===== src/rtl/daf_pkg.sv =====
package daf_pkg;
  localparam int BYTE_W     = 8;
  localparam int ADDR_BYTES = 6;
  localparam int ADDR_W     = ADDR_BYTES * BYTE_W;
  localparam int FILT_BYTES = 8;
  localparam int FILT_BITS  = FILT_BYTES * BYTE_W;
  localparam int HASH_W     = $clog2(FILT_BITS);
  localparam int CRC_W      = 32;
  localparam int IDX_W      = 3;
  localparam logic [CRC_W-1:0] CRC_POLY = 32'h04C11DB7;
  localparam logic [CRC_W-1:0] CRC_SEED = '1;

  typedef enum logic {TBL_STATION = 1'b0, TBL_HASH = 1'b1} tbl_sel_e;

  typedef struct packed {
    logic promisc;
    logic bcast;
    logic station;
    logic hash;
  } hit_t;

  // Advance the CRC over one byte, least significant bit first.
  function automatic logic [CRC_W-1:0] crc_step_byte(input logic [CRC_W-1:0] c,
                                                     input logic [BYTE_W-1:0] d);
    logic [CRC_W-1:0] r;
    logic fb;
    r = c;
    for (int b = 0; b < BYTE_W; b++) begin
      fb = r[CRC_W-1] ^ d[b];
      r  = {r[CRC_W-2:0], 1'b0};
      if (fb) r = r ^ CRC_POLY;
    end
    return r;
  endfunction

  // Top bits of the CRC select one bit of the hash filter.
  function automatic logic [HASH_W-1:0] hash_index(input logic [CRC_W-1:0] c);
    return c[CRC_W-1 -: HASH_W];
  endfunction
endpackage


===== src/rtl/daf_addr_tables.sv =====
module daf_addr_tables
  import daf_pkg::*;
#(
  parameter int N_STATION = ADDR_BYTES,
  parameter int N_HASH    = FILT_BYTES,
  parameter int W         = BYTE_W,
  parameter int IW        = IDX_W
) (
  input  logic                  clk,
  input  logic                  rst_n,
  input  logic                  upd_open,
  input  logic                  wr_en,
  input  tbl_sel_e              sel,
  input  logic [IW-1:0]         idx,
  input  logic [W-1:0]          wdata,
  output logic [W-1:0]          rdata,
  output logic [N_STATION*W-1:0] station_addr,
  output logic [N_HASH*W-1:0]   hash_bits,
  output logic                  wr_taken
);
  logic [N_STATION*W-1:0] station_q;
  logic [N_HASH*W-1:0]    hash_q;
  logic [W-1:0]           station_rd;
  logic [W-1:0]           hash_rd;

  assign wr_taken = wr_en && upd_open;

  always_ff @(posedge clk or negedge rst_n) begin
    if (!rst_n) begin
      station_q <= '0;
      hash_q    <= '0;
    end else if (wr_taken) begin
      for (int i = 0; i < N_STATION; i++)
        if (sel == TBL_STATION && idx == IW'(i)) station_q[i*W +: W] <= wdata;
      for (int i = 0; i < N_HASH; i++)
        if (sel == TBL_HASH && idx == IW'(i)) hash_q[i*W +: W] <= wdata;
    end
  end

  always_comb begin
    station_rd = '0;
    hash_rd    = '0;
    for (int i = 0; i < N_STATION; i++)
      if (idx == IW'(i)) station_rd = station_q[i*W +: W];
    for (int i = 0; i < N_HASH; i++)
      if (idx == IW'(i)) hash_rd = hash_q[i*W +: W];
  end

  assign rdata        = !upd_open ? '0 : (sel == TBL_STATION ? station_rd : hash_rd);
  assign station_addr = station_q;
  assign hash_bits    = hash_q;
endmodule


===== src/rtl/daf_byte_collect.sv =====
module daf_byte_collect
  import daf_pkg::*;
#(
  parameter int N_BYTES = ADDR_BYTES,
  parameter int W       = BYTE_W
) (
  input  logic               clk,
  input  logic               rst_n,
  input  logic               frame_start,
  input  logic               byte_valid,
  input  logic [W-1:0]       byte_data,
  output logic               take,
  output logic               last,
  output logic [N_BYTES*W-1:0] dest_next
);
  localparam int CW = $clog2(N_BYTES + 1);

  logic [CW-1:0]        cnt_q;
  logic [CW-1:0]        cnt_eff;
  logic [N_BYTES*W-1:0] dest_q;
  logic [N_BYTES*W-1:0] dest_base;

  assign cnt_eff   = frame_start ? '0 : cnt_q;
  assign dest_base = frame_start ? '0 : dest_q;
  assign take      = byte_valid && (cnt_eff < CW'(N_BYTES));
  assign last      = take && (cnt_eff == CW'(N_BYTES - 1));

  for (genvar g = 0; g < N_BYTES; g++) begin : g_slot
    assign dest_next[g*W +: W] = (take && cnt_eff == CW'(g)) ? byte_data
                                                           : dest_base[g*W +: W];
  end

  always_ff @(posedge clk or negedge rst_n) begin
    if (!rst_n) begin
      cnt_q  <= '0;
      dest_q <= '0;
    end else if (take) begin
      cnt_q  <= cnt_eff + CW'(1);
      dest_q <= dest_next;
    end else if (frame_start) begin
      cnt_q  <= '0;
      dest_q <= '0;
    end
  end
endmodule


===== src/rtl/daf_crc_acc.sv =====
module daf_crc_acc
  import daf_pkg::*;
#(
  parameter int W  = BYTE_W,
  parameter int CW = CRC_W
) (
  input  logic          clk,
  input  logic          rst_n,
  input  logic          restart,
  input  logic          step,
  input  logic [W-1:0]  data,
  output logic [CW-1:0] crc_next
);
  logic [CW-1:0] crc_q;
  logic [CW-1:0] crc_base;

  assign crc_base = restart ? CRC_SEED : crc_q;
  assign crc_next = step ? crc_step_byte(crc_base, data) : crc_base;

  always_ff @(posedge clk or negedge rst_n) begin
    if (!rst_n) crc_q <= CRC_SEED;
    else if (step || restart) crc_q <= crc_next;
  end
endmodule


===== src/rtl/daf_match_logic.sv =====
module daf_match_logic
  import daf_pkg::*;
#(
  parameter int N_BYTES = ADDR_BYTES,
  parameter int W       = BYTE_W,
  parameter int FB      = FILT_BITS,
  parameter int CW      = CRC_W
) (
  input  logic [N_BYTES*W-1:0] dest,
  input  logic [CW-1:0]        crc,
  input  logic [N_BYTES*W-1:0] station,
  input  logic [FB-1:0]        filt,
  input  logic                 promisc,
  output hit_t                 hits
);
  logic [N_BYTES-1:0] byte_eq;
  logic [HASH_W-1:0]  hidx;
  logic               group_addr;

  for (genvar g = 0; g < N_BYTES; g++) begin : g_cmp
    assign byte_eq[g] = dest[g*W +: W] == station[g*W +: W];
  end

  assign group_addr   = dest[0];
  assign hidx         = hash_index(crc);
  assign hits.promisc = promisc;
  assign hits.bcast   = &dest;
  assign hits.station = &byte_eq;
  assign hits.hash    = group_addr && filt[hidx];
endmodule


===== src/rtl/dst_addr_filter.sv =====
module dst_addr_filter
  import daf_pkg::*;
#(
  parameter int N_BYTES = ADDR_BYTES,
  parameter int N_HASH  = FILT_BYTES,
  parameter int W       = BYTE_W,
  parameter int IW      = IDX_W
) (
  input  logic          clk,
  input  logic          rst_n,
  input  logic          frame_start,
  input  logic          byte_valid,
  input  logic [W-1:0]  byte_data,
  input  logic          promisc_en,
  input  logic          rx_enable_req,
  input  logic          addr_chg,
  input  logic          tbl_wr_en,
  input  logic          tbl_sel,
  input  logic [IW-1:0] tbl_idx,
  input  logic [W-1:0]  tbl_wdata,
  output logic [W-1:0]  tbl_rdata,
  output logic          rx_active,
  output logic          dec_strobe,
  output logic          dec_valid,
  output logic          dec_accept
);
  localparam int AW = N_BYTES * W;
  localparam int FB = N_HASH * W;

  logic [AW-1:0]    station_addr;
  logic [FB-1:0]    hash_bits;
  logic             wr_taken;
  logic             byte_take;
  logic             last_byte;
  logic [AW-1:0]    dest_next;
  logic [CRC_W-1:0] crc_next;
  hit_t             hits;
  logic             any_hit;
  logic             bcast_hit;
  logic             strobe_q, valid_q, accept_q;

  assign rx_active = rx_enable_req && !addr_chg;

  daf_addr_tables #(.N_STATION(N_BYTES), .N_HASH(N_HASH), .W(W), .IW(IW)) tables_i (
    .clk(clk), .rst_n(rst_n), .upd_open(addr_chg), .wr_en(tbl_wr_en),
    .sel(tbl_sel_e'(tbl_sel)), .idx(tbl_idx), .wdata(tbl_wdata), .rdata(tbl_rdata),
    .station_addr(station_addr), .hash_bits(hash_bits), .wr_taken(wr_taken)
  );

  daf_byte_collect #(.N_BYTES(N_BYTES), .W(W)) collect_i (
    .clk(clk), .rst_n(rst_n), .frame_start(frame_start), .byte_valid(byte_valid),
    .byte_data(byte_data), .take(byte_take), .last(last_byte), .dest_next(dest_next)
  );

  daf_crc_acc #(.W(W), .CW(CRC_W)) crc_i (
    .clk(clk), .rst_n(rst_n), .restart(frame_start), .step(byte_take),
    .data(byte_data), .crc_next(crc_next)
  );

  daf_match_logic #(.N_BYTES(N_BYTES), .W(W), .FB(FB), .CW(CRC_W)) match_i (
    .dest(dest_next), .crc(crc_next), .station(station_addr), .filt(hash_bits),
    .promisc(promisc_en), .hits(hits)
  );

  assign any_hit   = |hits;
  assign bcast_hit = hits.bcast;

  always_ff @(posedge clk or negedge rst_n) begin
    if (!rst_n) begin
      strobe_q <= 1'b0;
      valid_q  <= 1'b0;
      accept_q <= 1'b0;
    end else begin
      strobe_q <= last_byte;
      if (last_byte) begin
        valid_q  <= 1'b1;
        accept_q <= rx_active && any_hit;
      end else if (frame_start) begin
        valid_q  <= 1'b0;
        accept_q <= 1'b0;
      end
    end
  end

  assign dec_strobe = strobe_q;
  assign dec_valid  = valid_q;
  assign dec_accept = accept_q;
endmodule


===== config.mk =====
export PLATFORM = sky130hd
export DESIGN_NAME = dst_addr_filter
export DESIGN_NICKNAME = d
export VERILOG_FILES = /design/src/rtl/daf_pkg.sv /design/src/rtl/daf_addr_tables.sv /design/src/rtl/daf_byte_collect.sv /design/src/rtl/daf_crc_acc.sv /design/src/rtl/daf_match_logic.sv /design/src/rtl/dst_addr_filter.sv
export SDC_FILE = /design/constraint.sdc
export NUM_CORES = 1
export LEC_CHECK = 0
export ABC_AREA = 1
export ABC_CLOCK_PERIOD_IN_PS = 2300
export BUFFER_PORTS_ARGS = -buffer_cell sky130_fd_sc_hd__buf_2
export CORE_MARGIN = 4
export CORE_UTILIZATION = 57
export CTS_CLUSTER_SIZE = 8
export DETAILED_ROUTE_END_ITERATION = 10
export PLACE_DENSITY = 0.77
export SYNTH_ARGS = -nofsm -noshare
export SYNTH_HDL_FRONTEND = slang
export SYNTH_SLANG_ARGS = --single-unit

===== constraint.sdc =====
create_clock -name clk -period 2.3 [get_ports clk]
set_input_delay 0.46 -clock clk [delete_from_list [all_inputs] [get_ports clk]]
set_output_delay 0.46 -clock clk [all_outputs]
set_load 0.005 [all_outputs]

After elaboration in Yosys (flattened, before gate mapping)

Index checks and enable logic that the tools add are counted.

Bits in registers: 198
Word-level logic and storage cells: 146
Input port bits: 28
Output and inout bits: 12

Reduce and logical (&&, ||, !) cells: 47
Eq/ne operators: 18
Bitwise logic cells: 17
Multiplexer cells: 41
Order comparisons: 2
$add $sub $neg: 1

Operators with widths:

| cell                  | count |
|---|---|
| $mux W27              | 8 |
| $mux W8               | 22 |
| $not A14 Y14          | 8 |
| $mux W48              | 2 |
| $mux W32              | 2 |
| $eq A8 B8 Y1          | 6 |
| $reduce_and A48 Y1    | 1 |
| $reduce_and A2 Y1     | 14 |
| $logic_and A1 B1 Y1   | 25 |
| $eq A3 B3 Y1 const B  | 6 |
| $eq A3 B2 Y1 const B  | 4 |
| $xor A1 B1 Y1         | 8 |
| $lt A6 B7 Y1 const B  | 1 |
| $bmux W1 S6           | 1 |
| $eq A3 B1 Y1 const B  | 2 |
| $logic_not A3 Y1      | 2 |
| $mux W3               | 2 |
| $reduce_and A6 Y1     | 1 |
| $mux W1               | 4 |
| $reduce_or A4 Y1      | 1 |
| $add A3 B1 Y3 const B | 1 |
| $lt A3 B3 Y1 const B  | 1 |
| $reduce_bool A2 Y1    | 1 |
| $logic_not A1 Y1      | 1 |
| 2 further kinds       | 2 |

Longest topological paths before layout

Depth after elaboration: 24
Depth in mapped cells: 23
Mapped depth without buffers: 21

Modules after synthesis

From an unflattened synthesis, not the netlist that was laid out.

Cell total of the unflattened synthesis: 1,724
Area, all modules: 12,216.7 um^2

By module, submodules not included:

| module           | cells each | area each (um^2) | sequential area each (um^2) | instances |
|---|---|---|---|---|
| daf_addr_tables  | 654        | 5,288.8          | 2,802.7                     | 1 |
| daf_crc_acc      | 411        | 2,727.6          | 840.8                       | 1 |
| daf_byte_collect | 385        | 2,663.8          | 1,276.2                     | 1 |
| daf_match_logic  | 257        | 1,408.9          | 0.0                         | 1 |
| dst_addr_filter  | 17         | 127.6            | 75.1                        | 1 |

Least setup slack after synthesis

No wires, ideal clock.

Path type: input -> register
From: input frame_start
To: register accept_q (netlist: dec_accept)
Library setup time: 65 ps
Buffers on the path: 3
Setup slack: -182 ps
Data arrival time: 2,417 ps
Data required time: 2,235 ps
Stages on the path: 21
Path through: buf_6 buf_12 nor2_4 inv_1 nor2_1 ha_1 nand2_4 buf_6 nand3_1 o21ai_0 inv_1 nor2_1 nor4_1 nand2_1 nor2_1 nand2_1 nor2_1 nor2_1 nand2_1 nand2_1 nand2_1

Cells in the longest elaborated chain, start to end: 19
Elaborated cells between the ends (all ways): 63
Those cells by class: order compare: 1; eq/ne: 11; mux: 21; bitwise: 16; reduce/logical: 14

RTL lines:

| element                       | RTL line              | source |
|---|---|---|
| start, declared               | dst_addr_filter.sv:11 | `input logic frame_start,` |
| $mux W32                      | daf_crc_acc.sv:17     | `assign crc_base = restart ? CRC_SEED : crc_q;` |
| $mux W27 (3 in a row)         | daf_pkg.sv:31         | `if (fb) r = r ^ CRC_POLY;` |
| $not A14 Y14 (no source line) | -                     |  |
| $mux W27                      | daf_pkg.sv:31         |  |
| $not A14 Y14 (no source line) | -                     |  |
| $mux W27 (3 in a row)         | daf_pkg.sv:31         |  |
| $not A14 Y14 (no source line) | -                     |  |
| $mux W27                      | daf_pkg.sv:31         |  |
| $mux W32                      | daf_crc_acc.sv:18     | `assign crc_next = step ? crc_step_byte(crc_base, data) : crc_base;` |
| $bmux W1 S6                   | daf_match_logic.sv:29 | `assign hits.hash = group_addr && filt[hidx];` |
| $mux W1 (implied by the code) | daf_match_logic.sv:29 |  |
| $logic_and A1 B1 Y1           | daf_match_logic.sv:29 |  |
| $reduce_or A4 Y1              | dst_addr_filter.sv:65 | `assign any_hit = \|hits;` |
| $logic_and A1 B1 Y1           | dst_addr_filter.sv:77 | `accept_q <= rx_active && any_hit;` |
| $mux W1                       | dst_addr_filter.sv:75 | `if (last_byte) begin` |
| end signal, assigned          | dst_addr_filter.sv:77 |  |
| end, declared                 | dst_addr_filter.sv:40 | `logic strobe_q, valid_q, accept_q;` |

Several ways; a longest one is shown, not always the timed one. The select of a mux whose other input is x is not followed.
A chain may end at the register's enable or synchronous reset.

Worst setup path in the final report

From: input tbl_idx[1]
To: output tbl_rdata[3]

Cells in the longest elaborated chain, start to end: 11
Elaborated cells between the ends (all ways): 24
Those cells by class: eq/ne: 7; mux: 16; reduce/logical: 1

RTL lines:

| element                  | RTL line                                     | source |
|---|---|---|
| start, declared          | dst_addr_filter.sv:19                        | `input logic [IW-1:0] tbl_idx,` |
| $logic_not A3 Y1         | daf_addr_tables.sv:44, daf_addr_tables.sv:46 |  |
| $mux W8 (8 in a row)     | daf_addr_tables.sv:46                        | `if (idx == IW'(i)) hash_rd = hash_q[i*W +: W];` |
| $mux W8 (*) (2 in a row) | daf_addr_tables.sv:49                        | `assign rdata = !upd_open ? '0 : (sel == TBL_STATION ? station_rd : hash_rd);` |
| end, declared            | dst_addr_filter.sv:21                        | `output logic [W-1:0] tbl_rdata,` |

Mark *: on every way between the ends. The rest lies on a longest branch, timed or not.

==> impl_metrics.json <==
{
  "dp_hpwl_um": 25400,
  "clk_pin_slew_worst_paths_ns": 0.08,
  "syn_nets": 1382,
  "cap_violations": 0,
  "ys_warn_count": 0,
  "cts_root_buffer": "clkbuf_16",
  "fmax_ghz": 0.3861,
  "track_usage_pct": 34.03,
  "rr_worst_depth": 18,
  "setup-tns-final_ns": -2.266,
  "vias": 11120,
  "arrival_ns": 2.13,
  "critPathCaptureType": "output pin",
  "fin_crit_ns": 2.590,
  "pwr-share-comb_pct": 31.8,
  "die_y_um": 147.4,
  "grt_max_degree": 57,
  "p_clk_share_pct": 26.3,
  "report.final.slew_viol_count": 0,
  "nets": 1618,
  "synth_cells": 1353,
  "synth_area_sq_um": 11080,
  "antenna_found_initial": 0,
  "r2r-start": "collect_i.cnt_q[1]",
  "grt_first_pass_wirelength_um": 57870,
  "power_leakage_nw": 6.884,
  "grt_pass1_vias": 10790,
  "yosysSeqAreaShare_pct": 45.08,
  "crit_path_max_fanout": 6,
  "swShare_pct": 36.70,
  "critPathKind": "in -> out",
  "clock-skew-final_ns": 0.01380,
  "dieArea_sq_um": 21730,
  "required_ns": 1.84,
  "gp_congestion": 1.029,
  "hold_viol_final": 10,
  "cts_sinks": 198,
  "finish.utilization_pct": 75.66,
  "drt_pass1_iterations": 8,
  "cp-start-kind": "primary input",
  "outcome": "complete, but fails checks",
  "p_total_mw": 11.41,
  "ys_top_cells_by_area": "dfrtp_1 37%, nand2_1 11%, dfstp_2 7.6%, o21ai_0 7.3%, nand3_1 5.5%",
  "drtIter0Drc": 1316,
  "hold_slack_ns": -0.01676,
  "timing.rr.end": "dec_accept",
  "io_pins": 40,
  "net-switching-power_mw": 4.189,
  "synth_edf_count": 0,
  "routed_wl_um": 37070,
  "cts_tree": "done",
  "avgSynthCellArea_sq_um": 8.189,
  "timing.final.ws_setup_ns": -0.2899,
  "power_frac_seq_pct": 41.8,
  "p_per_area_nw_per_um2": 798.4,
  "grt_overflow_total": 0,
  "rows": 50,
  "synth-async-reset-ratio_pct": 100.0,
  "initial_core_util_pct": 58.64,
  "intPower_mw": 7.225,
  "tightest_slew_ns": 0.7582,
  "clockBufferDepth": 2,
  "ant_nets": 0,
  "rrSetupSlack_ns": -0.28,
  "ir_worst_vdd_mv": 0.5991,
  "yosysMostFrequentCell": "nand2_1",
  "viasPerCell": 5.973,
  "htreeDepth": 4,
  "ctsHoldBuffers": 0,
  "layout-drive-gt1-share_pct": 31.52,
  "ys_dominant_reg_cell": "dfrtp_1",
  "die_w_um": 147.4,
  "core_sq_um": 18890,
  "diodes": 0,
  "wire_per_inst_um": 19.91,
  "port_buffers": 39,
  "ys_seq_elements": 198,
  "slew_headroom_pct": 49.40,
  "cts_buffers": 17,
  "period_share_pct": 112.6,
  "insertion_delay_ns": 0.45,
  "failed_checks": "negative hold slack, negative setup slack",
  "synth_cell_types": 53,
  "yosysTopAreaCell": "dfrtp_1",
  "synth_common_cells": "327 x nand2_1, 166 x dfrtp_1, 162 x o21ai_0",
  "startpoint": "tbl_idx[1]",
  "synth_top_area_share_pct": 37.49,
  "setup_violations": 9,
  "synthToLayoutAreaGrowth_pct": 29.02,
  "hold_path.class": "in -> async",
  "rsz0062_at_grt": "yes",
  "drc": 0
}
## area by class of cell
class / count / area, sq um
Clock buffer: 17 / 425.4
Tap cell: 260 / 325.3
Multi-Input combinational cell: 981 / 5727
Clock inverter: 15 / 152.6
Fill cell: 1340 / 4598
Inverter: 113 / 452.9
Timing Repair Buffer: 277 / 2208
Timing Repair inverter: 1 / 7.507
Sequential cell: 198 / 4996
## worst max-delay path by stage
stage / to / cells after the start
3_3_place_gp: dec_accept / 18
4_1_cts: tbl_rdata[2] / 14
5_1_grt: dec_accept / 20
3_5_place_dp: dec_accept / 18
6_report: tbl_rdata[3] / 11
2_1_floorplan: dec_accept / 20
## through the flow
stage | hold slack, ns | cells | cell area, sq um | worst slack [ns]
after floorplan | 0.1644 | 1353 | 11090 | -0.1292
after global routing | 0.009810 | 1862 | 14300 | -0.4313
after CTS | 0.001421 | 1852 | 14000 | -0.2076
final | -0.01676 | 1862 | 14300 | -0.2899
after global placement | 0.4653 | 1786 | 12840 | -0.4545
after detailed placement | 0.4714 | 1786 | 12840 | -0.5490
## flip-flops by register name, indices dropped and copies added, names as in the netlist
register / count
tables_i.hash_bits: 64
collect_i.dest_q: 48
tables_i.station_addr: 48
crc_i.crc_q: 32
collect_i.cnt_q: 3
dec_accept: 1
dec_strobe: 1
dec_valid: 1
## cell usage in the layout, fill, tap and decap left out, types with 7 or more instances in the layout
cell	count
buf_4	203
o21ai_2	14
a21oi_1	22
nand4_1	21
nand3_2	7
inv_2	14
o21ai_0	148
buf_2	36
xnor2_1	39
inv_1	90
nand2_1	316
a221oi_2	15
nor2_4	8
nor3_1	10
nand3_1	117
o21ai_4	9
clkbuf_16	17
nor2_1	72
xor2_1	39
buf_6	28
dfrtp_1	165
buf_12	8
o211ai_1	12
or2_2	8
dfstp_2	32
o21ai_1	28
nand2_4	15
nand2_2	23
## kinds of logic after synthesis
logic type | Yosys count | share of synthesized area (%)
multiplexers | 1 | 0.1016
buffers and inverters | 177 | 7.081
XOR/XNOR | 81 | 6.742
flip-flops | 198 | 45.08
AO/OA/AOI/OAI | 273 | 14.41
adder cells (fa/ha/maj) | 1 | 0.1129
AND/OR/NAND/NOR | 622 | 26.47
## routing by layer
| layer | share of wire, % | up-vias | GRT usage [%] |
|---|---|---|---|
| met5 | 0 | - | 0 |
| met4 | 5.6 | 0 | 15.33 |
| met3 | 11 | 190 | 9.044 |
| met2 | 44 | 762 | 52.24 |
| met1 | 39 | 5212 | 45.70 |
| li1 | - | 4957 | - |
## power groups by stage
stage | clock (mW) | sequential (mW) | combinational (mW)
global placement | 0 | 4.76 | 3.21
global route | 3.15 | 4.82 | 4.00
floorplan | 0 | 4.56 | 2.18
detailed placement | 0 | 4.77 | 3.31
finish | 3.00 | 4.78 | 3.63
CTS | 3.02 | 4.72 | 3.49
## worst max-delay path, cell delays in order
cell and delay [ns]:
buf_6 0.09, buf_6 0.12, nor3_4 0.41, buf_8 0.20, inv_2 0.04, o211ai_1 0.15
o21ai_1 0.10, o221ai_1 0.09, a211oi_2 0.07, a211oi_2 0.24, buf_2 0.15
## what timing repair did
action,CTS,global route
gates resized for setup,86,54
buffers inserted,30,10
hold endpoints to repair,0,0
pin swaps,43,37
endpoints found under the setup margin,9,11
gates cloned,4,1
Power figures use the tool's default switching activity.
